[config.mk]
export PLATFORM = sky130hd
export DESIGN_NAME = addr_msg_rx
export DESIGN_NICKNAME = d
export VERILOG_FILES = /design/src/rtl/amr_pkg.sv /design/src/rtl/amr_fsm.sv /design/src/rtl/amr_lrc.sv /design/src/rtl/amr_buf.sv /design/src/rtl/addr_msg_rx.sv
export SDC_FILE = /design/constraint.sdc
export NUM_CORES = 1
export LEC_CHECK = 0
export BUFFER_PORTS_ARGS = -buffer_cell sky130_fd_sc_hd__clkbuf_2
export CORE_MARGIN = 2
export CORE_UTILIZATION = 54
export CTS_CLUSTER_SIZE = 16
export DETAILED_ROUTE_END_ITERATION = 7
export PLACE_DENSITY = 0.83
export SLEW_MARGIN = 15
export SYNTH_ARGS = -nofsm -noshare
export SYNTH_HDL_FRONTEND = slang
export SYNTH_HIERARCHICAL = 1
export SYNTH_SLANG_ARGS = --single-unit
[constraint.sdc]
create_clock -name clk -period 2.3 [get_ports clk]
set_input_delay 0.575 -clock clk [delete_from_list [all_inputs] [get_ports clk]]
set_output_delay 0.575 -clock clk [all_outputs]
set_load 0.02 [all_outputs]
[src/rtl/amr_pkg.sv]
package amr_pkg;
  typedef enum logic [1:0] {
    ST_IDLE = 2'd0,
    ST_ADDR = 2'd1,
    ST_BODY = 2'd2,
    ST_CHK  = 2'd3
  } amr_state_e;

  localparam logic [7:0] CH_START = 8'h02;
  localparam logic [7:0] CH_END   = 8'h03;
  localparam logic [7:0] PRINT_LO = 8'h20;
  localparam logic [7:0] PRINT_HI = 8'h7E;

  function automatic logic is_print(input logic [7:0] b);
    return (b >= PRINT_LO) && (b <= PRINT_HI);
  endfunction
endpackage

[src/rtl/amr_fsm.sv]
module amr_fsm
  import amr_pkg::*;
#(
  parameter int MAX_DATA = 8,
  parameter int CNT_W    = 4
) (
  input  logic             clk,
  input  logic             rst_n,
  input  logic             rx_valid,
  input  logic [7:0]       rx_byte,
  input  logic [7:0]       own_addr,
  input  logic [CNT_W-1:0] body_cnt,
  input  logic [7:0]       lrc,
  output amr_state_e       state,
  output logic             frame_start,
  output logic             byte_acc,
  output logic             byte_cap,
  output logic             chk_pass,
  output logic             chk_fail
);
  localparam logic [CNT_W-1:0] BODY_MAX = CNT_W'(MAX_DATA + 1);

  amr_state_e state_q, state_d;

  always_comb begin
    state_d     = state_q;
    frame_start = 1'b0;
    byte_acc    = 1'b0;
    byte_cap    = 1'b0;
    chk_pass    = 1'b0;
    chk_fail    = 1'b0;
    if (rx_valid) begin
      unique case (state_q)
        ST_IDLE: begin
          if (rx_byte == CH_START) begin
            frame_start = 1'b1;
            state_d     = ST_ADDR;
          end
        end
        ST_ADDR: begin
          if (rx_byte == CH_START) begin
            frame_start = 1'b1;
            state_d     = ST_ADDR;
          end else if (rx_byte == own_addr) begin
            byte_acc = 1'b1;
            state_d  = ST_BODY;
          end else begin
            state_d = ST_IDLE;
          end
        end
        ST_BODY: begin
          if (rx_byte == CH_END) begin
            byte_acc = 1'b1;
            state_d  = (body_cnt == '0) ? ST_IDLE : ST_CHK;
          end else if (is_print(rx_byte) && (body_cnt < BODY_MAX)) begin
            byte_acc = 1'b1;
            byte_cap = 1'b1;
          end else begin
            state_d = ST_IDLE;
          end
        end
        ST_CHK: begin
          chk_pass = (rx_byte == lrc);
          chk_fail = (rx_byte != lrc);
          state_d  = ST_IDLE;
        end
        default: state_d = ST_IDLE;
      endcase
    end
  end

  always_ff @(posedge clk or negedge rst_n) begin
    if (!rst_n) state_q <= ST_IDLE;
    else        state_q <= state_d;
  end

  assign state = state_q;
endmodule

[src/rtl/amr_lrc.sv]
module amr_lrc
  import amr_pkg::*;
(
  input  logic       clk,
  input  logic       rst_n,
  input  logic       frame_start,
  input  logic       byte_acc,
  input  logic [7:0] rx_byte,
  output logic [7:0] lrc
);
  logic [7:0] lrc_q, lrc_d;
  logic       lrc_en;

  assign lrc_en = frame_start | byte_acc;

  always_comb begin
    if (frame_start) lrc_d = CH_START;
    else             lrc_d = lrc_q ^ rx_byte;
  end

  always_ff @(posedge clk or negedge rst_n) begin
    if (!rst_n)      lrc_q <= '0;
    else if (lrc_en) lrc_q <= lrc_d;
  end

  assign lrc = lrc_q;
endmodule

[src/rtl/amr_buf.sv]
module amr_buf #(
  parameter int MAX_DATA = 8,
  parameter int CNT_W    = 4,
  parameter int LEN_W    = 4
) (
  input  logic                  clk,
  input  logic                  rst_n,
  input  logic                  frame_start,
  input  logic                  byte_cap,
  input  logic [7:0]            rx_byte,
  output logic [CNT_W-1:0]      body_cnt,
  output logic [7:0]            cmd,
  output logic [8*MAX_DATA-1:0] data,
  output logic [LEN_W-1:0]      len
);
  logic [CNT_W-1:0] cnt_q, cnt_d;
  logic             cnt_en;
  logic [7:0]       cmd_q;
  logic             cmd_en;

  assign cnt_en = frame_start | byte_cap;
  assign cnt_d  = frame_start ? '0 : cnt_q + 1'b1;
  assign cmd_en = byte_cap && (cnt_q == '0);

  always_ff @(posedge clk or negedge rst_n) begin
    if (!rst_n)      cnt_q <= '0;
    else if (cnt_en) cnt_q <= cnt_d;
  end

  always_ff @(posedge clk or negedge rst_n) begin
    if (!rst_n)      cmd_q <= '0;
    else if (cmd_en) cmd_q <= rx_byte;
  end

  for (genvar i = 0; i < MAX_DATA; i++) begin : g_slot
    logic [7:0] slot_q;
    logic       slot_en;
    assign slot_en = byte_cap && (cnt_q == CNT_W'(i + 1));
    always_ff @(posedge clk or negedge rst_n) begin
      if (!rst_n)       slot_q <= '0;
      else if (slot_en) slot_q <= rx_byte;
    end
    assign data[8*i +: 8] = slot_q;
  end

  assign body_cnt = cnt_q;
  assign cmd      = cmd_q;
  assign len      = (cnt_q == '0) ? '0 : LEN_W'(cnt_q - 1'b1);
endmodule

[src/rtl/addr_msg_rx.sv]
module addr_msg_rx
  import amr_pkg::*;
#(
  parameter int MAX_DATA = 8,
  parameter int LEN_W    = $clog2(MAX_DATA + 1)
) (
  input  logic                  clk,
  input  logic                  rst_n,
  input  logic [7:0]            own_addr,
  input  logic                  rx_valid,
  input  logic [7:0]            rx_byte,
  output logic                  msg_valid,
  output logic [7:0]            msg_cmd,
  output logic [8*MAX_DATA-1:0] msg_data,
  output logic [LEN_W-1:0]      msg_len,
  output logic                  lrc_error
);
  localparam int CNT_W = $clog2(MAX_DATA + 2);

  amr_state_e       state;
  logic             frame_start, byte_acc, byte_cap, chk_pass, chk_fail;
  logic [CNT_W-1:0] body_cnt;
  logic [7:0]       lrc;
  logic             msg_valid_q, lrc_error_q;

  amr_fsm #(.MAX_DATA(MAX_DATA), .CNT_W(CNT_W)) u_fsm (
    .clk(clk), .rst_n(rst_n), .rx_valid(rx_valid), .rx_byte(rx_byte),
    .own_addr(own_addr), .body_cnt(body_cnt), .lrc(lrc), .state(state),
    .frame_start(frame_start), .byte_acc(byte_acc), .byte_cap(byte_cap),
    .chk_pass(chk_pass), .chk_fail(chk_fail)
  );

  amr_lrc u_lrc (
    .clk(clk), .rst_n(rst_n), .frame_start(frame_start),
    .byte_acc(byte_acc), .rx_byte(rx_byte), .lrc(lrc)
  );

  amr_buf #(.MAX_DATA(MAX_DATA), .CNT_W(CNT_W), .LEN_W(LEN_W)) u_buf (
    .clk(clk), .rst_n(rst_n), .frame_start(frame_start), .byte_cap(byte_cap),
    .rx_byte(rx_byte), .body_cnt(body_cnt), .cmd(msg_cmd),
    .data(msg_data), .len(msg_len)
  );

  always_ff @(posedge clk or negedge rst_n) begin
    if (!rst_n) begin
      msg_valid_q <= 1'b0;
      lrc_error_q <= 1'b0;
    end else begin
      msg_valid_q <= chk_pass;
      lrc_error_q <= chk_fail;
    end
  end

  assign msg_valid = msg_valid_q;
  assign lrc_error = lrc_error_q;
endmodule

-- Word level (Yosys, flattened, before mapping)
Index checks and enable logic that the tools add are counted.
- flip-flop bits (word level): 88
- bits of input ports: 19
- output and inout port bits: 78
- word-level logic and storage cells: 81
- add/subtract/negate cells: 2
- order comparisons: 3
- equality and inequality tests: 18
- multiplexer cells: 26
- bitwise logic cells: 3
- reductions and logical operators: 15
- operator list (operator ; number):
    $eq A4 B3 Y1 const B ; 4
    $eq A8 B2 Y1 const B ; 2
    $eq A8 B8 Y1 ; 2
    $mux W1 ; 15
    $mux W2 ; 6
    $logic_and A1 B1 Y1 ; 11
    $eq A4 B2 Y1 const B ; 2
    $ge A8 B6 Y1 const B ; 1
    $le A8 B7 Y1 const B ; 1
    $mux W4 ; 2
    $mux W8 ; 1
    $ne A8 B8 Y1 ; 1
    $pmux W2 S4 ; 1
    $xor A8 B8 Y8 ; 1
    $add A4 B1 Y4 const B ; 1
    $eq A2 B2 Y1 const B ; 2
    $eq A4 B1 Y1 const B ; 1
    $eq A4 B4 Y1 const B ; 1
    $logic_not A4 Y1 ; 1
    $lt A4 B4 Y1 const B ; 1
    $sub A4 B1 Y4 const B ; 1
    $ne A3 B2 Y1 const B ; 1
    $reduce_and A3 Y1 ; 1
    $eq A2 B1 Y1 const B ; 1
    other kinds (5) ; 6

-- Depth between registers and ports, before layout
Gate-level depths: netlist of the first run.
- depth in word-level cells: 8
- gate-level depth with buffers: 9
- depth with buffers taken out: 8

-- Cells and area by module
Netlist of the first run, hierarchy kept.
- by module, submodules not included (module ; instances ; cells an instance ; area an instance (µm²) ; seq. area each (µm²)):
    amr_buf ; 1 ; 194 ; 3151.8 ; 1901.8
    amr_fsm ; 1 ; 62 ; 500.5 ; 50.0
    amr_lrc ; 1 ; 34 ; 392.9 ; 200.2
    addr_msg_rx ; 1 ; 2 ; 50.0 ; 50.0

-- Least setup slack after synthesis of the first run
Ideal clock, no wire load.
- path type: flip-flop to output port
- start: register u_buf.cnt_q[0] (netlist: u_buf/body_cnt[0])
- end: output port msg_len[2]
- data arrival time: 1505 ps
- required time: 1725 ps
- setup slack: 220 ps
- stages on the path, launching flop included: 6
- buffers on the path: 1
- cells stage by stage: dfrtp_1 -> inv_1 -> ha_1 -> buf_2 -> nor2b_1 -> o21ai_0
- longest elaborated chain between the ends: 2
- elaborated cells between the ends (all ways): 3
- those cells by class: add/sub: 1; mux: 1; reduce/logical: 1
- RTL lines (what ; line ; source):
    start, declared ; amr_buf.sv:16 ; logic [CNT_W-1:0] cnt_q, cnt_d;
    start signal, assigned ; amr_buf.sv:27 ; else if (cnt_en) cnt_q <= cnt_d;
    $sub A4 B1 Y4 or $logic_not A4 Y1 (tied branches) ; amr_buf.sv:48 ; assign len = (cnt_q == '0) ? '0 : LEN_W'(cnt_q - 1'b1);
    $mux W4 * ; amr_buf.sv:48 ;
    end, declared ; addr_msg_rx.sv:15 ; output logic [LEN_W-1:0] msg_len,
Every way passes the cells marked *; elsewhere a longest branch is shown, timed or not.

-- Worst setup path in the final report of the first run
- start: register u_buf.cnt_q[1] (netlist: u_buf/body_cnt[1])
- end: output port msg_len[2]
Same word-level chain as after synthesis.

==> reports/metrics.cfg, run 1 <==
[power_and_ir_drop]
p_leak_nw=2.82
p_switching_mw=0.748
swShare_pct=26.6
p_comb_share_pct=9.9
p_per_area_nw_per_um2=552
pwr-share-seq_pct=56.2
irDropWorstVdd_uv=420
p_int_mw=2.07
clockPowerShare_pct=33.8

[sta]
hold_viol=0
worst_slack_ns=0.0660
drv_slew=0
worst_pin_slew_ns=0.441
setup_viol_count_final=0
min_period_ns=2.23
hold-worst-slack_ns=0.513
fin_worst_skew_ns=0.00833
rsz0062_at_grt=no
tns_ns=0
fmax_mhz=448
slew_headroom_pct=70.4
fin_crit_sh_pct=97.1

[hold_path]
min_from=u_buf/g_slot[4].slot_q[5]
hold_path.class=register to register
whs_path_depth=1

[clocking]
cts_root_buffer=clkbuf_8
cts_made_buffers=9
cts.sinks=88
cts_buffer_depth=2
clk-insertion-delay-late_ns=0.36
cts_tree=built
clkTransAtPathRegs_ns=0.09
htree_num_levels=3

[finish]
multiInputGateArea_um2=1840
areaGrowthSynthToFinish_pct=24.4
regArea_um2=2200
final_nets=447
n_antenna_cell=0
fillers=549
final_cell_area_um2=5100
drive_gt1_share_pct=58.4

[grt]
grt_overflow=0
grt_pass1_wl_um=15500
grt_pass1_vias=2996
grt_max_degree=86
antenna_found_initial=0
met3_usage_pct=3.07
grtUsageMet1_pct=31.2
grt_use_total_pct=24.2
grt_use_met2_pct=41.3
grt-busiest-layer=met2

[logic_synthesis]
synthTopCellsByArea=dfrtp_1 (54%), mux2_2 (20%), ha_1 (2.7%)
synth-adder-area-share_pct=2.75
synth_seq_cells=88
yosysTopAreaCellShare_pct=53.8
syn_inst=292
ys_types=42
synth_edf_count=0
yosysWarnings=6
syn_nets=320
ys_async_sr_fraction_pct=100
synthMuxAreaShare_pct=20.6
synth-simple-area-share_pct=10.7
syn_area_um2=4100
yosysTopAreaCell=dfrtp_1
synth.avg_cell_area_um2=14.0
synth_top_family_by_area=multiplexers
synth-xor-area-share_pct=3.42
yosysSeqAreaShare_pct=53.8
synth-main-ff-cell=dfrtp_1
synth_compound_area_share_pct=5.84

[flow_run]
cap_viol_max_count=0

[detailed_routing]
antenna_left=0
vias=2878
wirelength_um=9880
drt-pass1-iter-count=5
drc_errors=0
drt_iter0_markers=172
viasPerCell=5.51
route.detailed.wl_per_inst_um=18.9

[setup_path]
r2r_start=u_buf/body_cnt[1]
worstPathRequired_ns=1.73
crit_path_end_kind=output pin
ff2ff_path_depth=8
worstPathArrival_ns=1.66
critPathLaunchType=register
crit_type=register to output pin
cp_max_fo=6
startpoint=u_buf/body_cnt[1]

[die]
die_y_um=91.1
coreArea_um2=7290
die_area_um2=8300
start_util_pct=56.2
rows=31
die_w_um=91.1
num_io_pins=97

[placed_design]
port_buffers=96
gp_congestion=0.939
pre_cts_slack_ns=-0.0533
dpl-instance-area_um2=4840
dp_hpwl_um=6980

[run_status]
status=complete, no violations

## sequential cells by signal, summed over array words and instances, names as in the netlist
register and cells:
u_buf/g_slot.slot_q 64, u_lrc/lrc 8, u_buf/body_cnt 4, u_buf/cmd 8, u_fsm/state 2, lrc_error 1, msg_valid 1
## repair_timing
action | in CTS | in global routing
setup buffers | 0 | 0
cloned | 0 | 0
resized for setup | 5 | 16
pin swaps | 0 | 2
endpoints found under the hold margin | 3 | 0
hold buffers | 1 | 0
endpoints found under the setup margin | 20 | 73
## per-stage QoR
step,util (%),instances,power [mW]
3_5_place_dp,66.4,506,1.88
2_1_floorplan,-,292,1.73
6_report,69.9,522,2.82
5_1_grt,69.9,522,2.92
3_3_place_gp,66.4,506,1.87
4_1_cts,69.0,522,2.82
## kinds of logic after synthesis
family,count (synthesis)
flip-flops,88
multiplexers,75
AND/OR/NAND/NOR,55
AO/OA/AOI/OAI,33
XOR/XNOR,16
buffers and inverters,16
adder cells (fa/ha/maj),9
## layout by cell type, fill, tap and decap left out, types with 4 or more instances in the layout
| cell | count |
|---|---|
| a21bo_2 | 8 |
| clkbuf_8 | 9 |
| nand4b_4 | 5 |
| ha_1 | 8 |
| nand2_1 | 4 |
| and4bb_4 | 4 |
| clkbuf_2 | 94 |
| xnor2_1 | 8 |
| dfrtp_1 | 88 |
| xor2_1 | 8 |
| nor2_1 | 9 |
| mux2_2 | 72 |
| buf_4 | 30 |
| nand3b_1 | 8 |
| a21oi_1 | 13 |
## synth_stat cells (all sizes together), types with 3 or more instances
master and number:
nand4b 5, xnor2 8, ha 9, xor2 8, o21ai 4, mux2 74
buf 11, nor2 12, nand2 4, nand2b 3, dfrtp 88, nand4 5
a21bo 8, nor3 3, a21oi 14, inv 5, and4bb 4, nand3b 9
## power by group through the flow
stage,Combinational (mW),Clock (mW),Sequential (mW)
finish,0.279,0.953,1.58
detailed placement,0.269,0,1.61
floorplan,0.117,0,1.61
global route,0.306,1.02,1.59
global placement,0.258,0,1.61
CTS,0.273,0.966,1.58
## critical path: stages, from the launching register on
cell and delay [ns]:
dfrtp_1 0.38, buf_4 0.17, inv_4 0.05, ha_4 0.17, nor2b_1 0.14, o21ai_1 0.18, clkbuf_2 0.20
## per-layer routing
| metal | routed length [µm] | vias to the layer above |
|---|---|---|
| met5 | 0 | - |
| met4 | 238 | 0 |
| met3 | 535 | 22 |
| met2 | 5010 | 105 |
| met1 | 4100 | 1450 |
| li1 | - | 1301 |
## area by class of cell
class | count | share of cell area, %
Inverter | 5 | 0.417
Multi-Input combinational cell | 188 | 36.2
Clock inverter | 6 | 0.884
Tap cell | 99 | 2.43
Clock buffer | 9 | 2.43
Sequential cell | 88 | 43.2
Timing Repair Buffer | 127 | 14.5
## worst paths after layout
path	slack, ns	end
worst max-delay path	0.07	msg_len[2]
worst min-delay path	0.51	u_buf/g_slot[4].slot_q[5]
worst max register to register	0.11	u_buf/g_slot[4].slot_q[0]
worst min register to register	0.51	u_buf/g_slot[4].slot_q[5]
max in group asynchronous	1.12	u_lrc/lrc[4]
min in group asynchronous	0.55	u_buf/g_slot[6].slot_q[7]
No activity file was read; power rests on OpenSTA's default activity.
==> run 2, diff against run 1 <==
- CORE_MARGIN: 2 -> 1
- CORE_UTILIZATION: 54 -> 30
- PLACE_DENSITY: 0.83 -> 0.53
==> run 2 against run 1 <==
  * Fmax grew 0.15%
  * Die area grew 70%
  * Critical path depth is the same
  * Sequential cell count is the same
  * Hold slack lost 0.31 ns
  * Sequential share of layout area shrank 2.3 points
  * Via count shrank 1.6%
  * Register-to-register slack gained 0.06 ns
==> reports/metrics.cfg, run 2 (synthesis gave the netlist of run 1 again) <==
[grt]
grt_pass1_vias=2999  ; +0.10%
grt_use_total_pct=16.3  ; -7.9 points
antenna_found_initial=0  ; unchanged
grt_max_degree=42  ; -51%
grt_overflow=0  ; unchanged
grt_pass1_wl_um=17000  ; +9.8%

[sta]
fin_worst_skew_ns=0.00539  ; -0.00295 ns
fin_crit_sh_pct=97.0  ; -0.15 points
fmax_mhz=448  ; +0.15%
min_period_ns=2.23  ; -0.00345 ns
slew_headroom_pct=64.5  ; -5.9 points
worst_pin_slew_ns=0.533  ; +0.0921 ns
drv_slew=0  ; unchanged
hold_viol=0  ; unchanged
setup_viol_count_final=0  ; unchanged
rsz0062_at_grt=no

[setup_path]
regToRegEndpoint=u_buf/g_slot[2].slot_q[6]
path_depth=6  ; unchanged
critPathLaunchType=register
crit_type=register to output pin
worst-path-buf-inv=3  ; unchanged
crit_chain=buf_4 > inv_2 > ha_4 > nor2_1 > mux2_2 > clkbuf_2
crit_end=msg_len[3]
reg2reg_slack_ns=0.17  ; +0.06 ns
cp_max_fo=7  ; +1
startpoint=u_buf/body_cnt[0]
crit_slowest_cell=dfrtp_1
r2r_start=u_fsm/state[0]
crit_family=buffers and inverters
max_stage_delay_ns=0.39  ; about the same
crit_path_end_kind=output pin
worstPathRequired_ns=1.73  ; about the same
worstPathArrival_ns=1.66  ; about the same
ff2ff_path_depth=8  ; unchanged

[clocking]
cts_made_buffers=9  ; unchanged
htree_num_levels=3  ; unchanged
clk-insertion-delay-late_ns=0.35  ; about the same
cts.sinks=88  ; unchanged
cts_root_buffer=clkbuf_16
clkTransAtPathRegs_ns=0.06  ; -0.03 ns
post-cts-setup-buffers=0  ; unchanged
cts_buffer_depth=2  ; unchanged
cts_tree=built

[detailed_routing]
route.detailed.wl_per_inst_um=17.8  ; -6.2%
wirelength_um=10700  ; +8.7%
vias=2832  ; -1.6%
antenna_left=0  ; unchanged
viasPerCell=4.68  ; -15%
drt-pass1-iter-count=4  ; -1
drc_errors=0  ; unchanged
drt_iter0_markers=146  ; -15%

[finish]
final_util_pct=40.4  ; -29 points
regArea_um2=2200  ; unchanged
layout_commonest_cell=clkbuf_2
final_nets=452  ; +1.1%
post_layout_nonfiller_instances=605  ; +16%
final_cell_mix=clkbuf_2 (95), dfrtp_1 (88), mux2_2 (74)
areaGrowthSynthToFinish_pct=31.3
largest_register=u_buf/g_slot.slot_q
fillers=1296  ; +140%
largest_reg_flops=64  ; unchanged
multiInputGateArea_um2=1820  ; -1.1%
n_antenna_cell=0  ; unchanged
drive_gt1_share_pct=59.2  ; +0.82 points
final_cell_area_um2=5380  ; +5.5%

[placed_design]
placedCellCount=589  ; +16%
port_buffers=96  ; unchanged
dp_hpwl_um=7800  ; +12%
dpl-instance-area_um2=5010  ; +3.4%
gp_congestion=0.809  ; -14%

[die]
num_io_pins=97  ; unchanged
start_util_pct=30.8  ; -25 points
die_y_um=119  ; +30%
die_area_um2=14100  ; +70%
coreArea_um2=13300  ; +82%
rows=42  ; +35%
die_w_um=119  ; +30%

[flow_run]
cap_viol_max_count=0  ; unchanged

[power_and_ir_drop]
pwr-share-seq_pct=45.9  ; -10 points
p_leak_nw=2.92  ; +3.7%
irDropWorstVdd_uv=408  ; -2.8%
p_per_area_nw_per_um2=642  ; +16%
swShare_pct=23.0  ; -3.6 points
power_mw=3.45  ; +23%
p_int_mw=2.66  ; +29%
clockPowerShare_pct=45.8  ; +12 points
p_switching_mw=0.793  ; +6.1%
p_comb_share_pct=8.3  ; -1.6 points

[run_status]
status=complete, no violations

[hold_path]
hold_path.class=primary input to asynchronous set/reset pin

run 2: changes by cell type in the layout (fill, tap and decap cells not counted), moves of 2 or more:
cell	previous run	this run
buf_12	1	3
buf_4	30	34
bufinv_16	0	2
clkbuf_16	0	9
clkbuf_8	9	1
clkinv_2	1	3
clkinvlp_4	3	1
inv_6	2	0
mux2_2	72	74
mux2_4	2	0
run 2: metal layers:
metal  vias up  wire (µm)  global-route usage [%]
li1       1317          -                       -
met1      1424       4900                    21.8
met3        13        556                    4.36
met2        78       5080                    24.9
met5         -          0                       0
met4         0        208                    6.88
run 2: cell type report:
| cell class | count | share of cell area [%] |
|---|---|---|
| Sequential cell | 88 | 41.0 |
| Inverter | 5 | 0.349 |
| Clock buffer | 10 | 4.44 |
| Timing Repair Buffer | 132 | 14.7 |
| Multi-Input combinational cell | 188 | 33.9 |
| Clock inverter | 6 | 1.54 |
| Tap cell | 176 | 4.10 |
run 2: power by group through the flow:
stage | logic, mW | registers (mW) | clock network [mW]
global route | 0.320 | 1.59 | 1.68
floorplan | 0.117 | 1.61 | 0
CTS | 0.292 | 1.58 | 1.62
global placement | 0.287 | 1.61 | 0
detailed placement | 0.290 | 1.61 | 0
finish | 0.286 | 1.58 | 1.58
run 2: how the worst min path moves through the flow:
stage / slack (ns) / to / startpoint / depth (start not counted)
final: 0.21 / u_buf/g_slot[6].slot_q[0] / rst_n / 1
after CTS: 0.22 / u_buf/g_slot[6].slot_q[0] / rst_n / 1
after floorplan: 0.28 / lrc_error / rst_n / 0
after global routing: 0.25 / u_buf/g_slot[6].slot_q[0] / rst_n / 1
after global placement: 0.49 / u_buf/g_slot[4].slot_q[6] / u_buf/g_slot[4].slot_q[6] / 1
after detailed placement: 0.49 / u_buf/g_slot[4].slot_q[0] / u_buf/g_slot[4].slot_q[0] / 1
run 2: repair_timing:
| action | 4_1_cts | 5_1_grt |
|---|---|---|
| gates resized for setup | 5 | 8 |
| hold endpoints to repair | 0 | 0 |
| endpoints found under the setup margin | 13 | 66 |
| hold buffers | 0 | 0 |
run 2: stage by stage:
| stage | setup WS (ns) | setup TNS, ns | hold slack (ns) |
|---|---|---|---|
| floorplan | 0.220 | 0 | 0.279 |
| global placement | -0.00473 | -0.0239 | 0.488 |
| detailed placement | -0.0571 | -1.20 | 0.494 |
| CTS | 0.000490 | 0 | 0.223 |
| global route | 0.00482 | 0 | 0.252 |
| finish | 0.0694 | 0 | 0.206 |
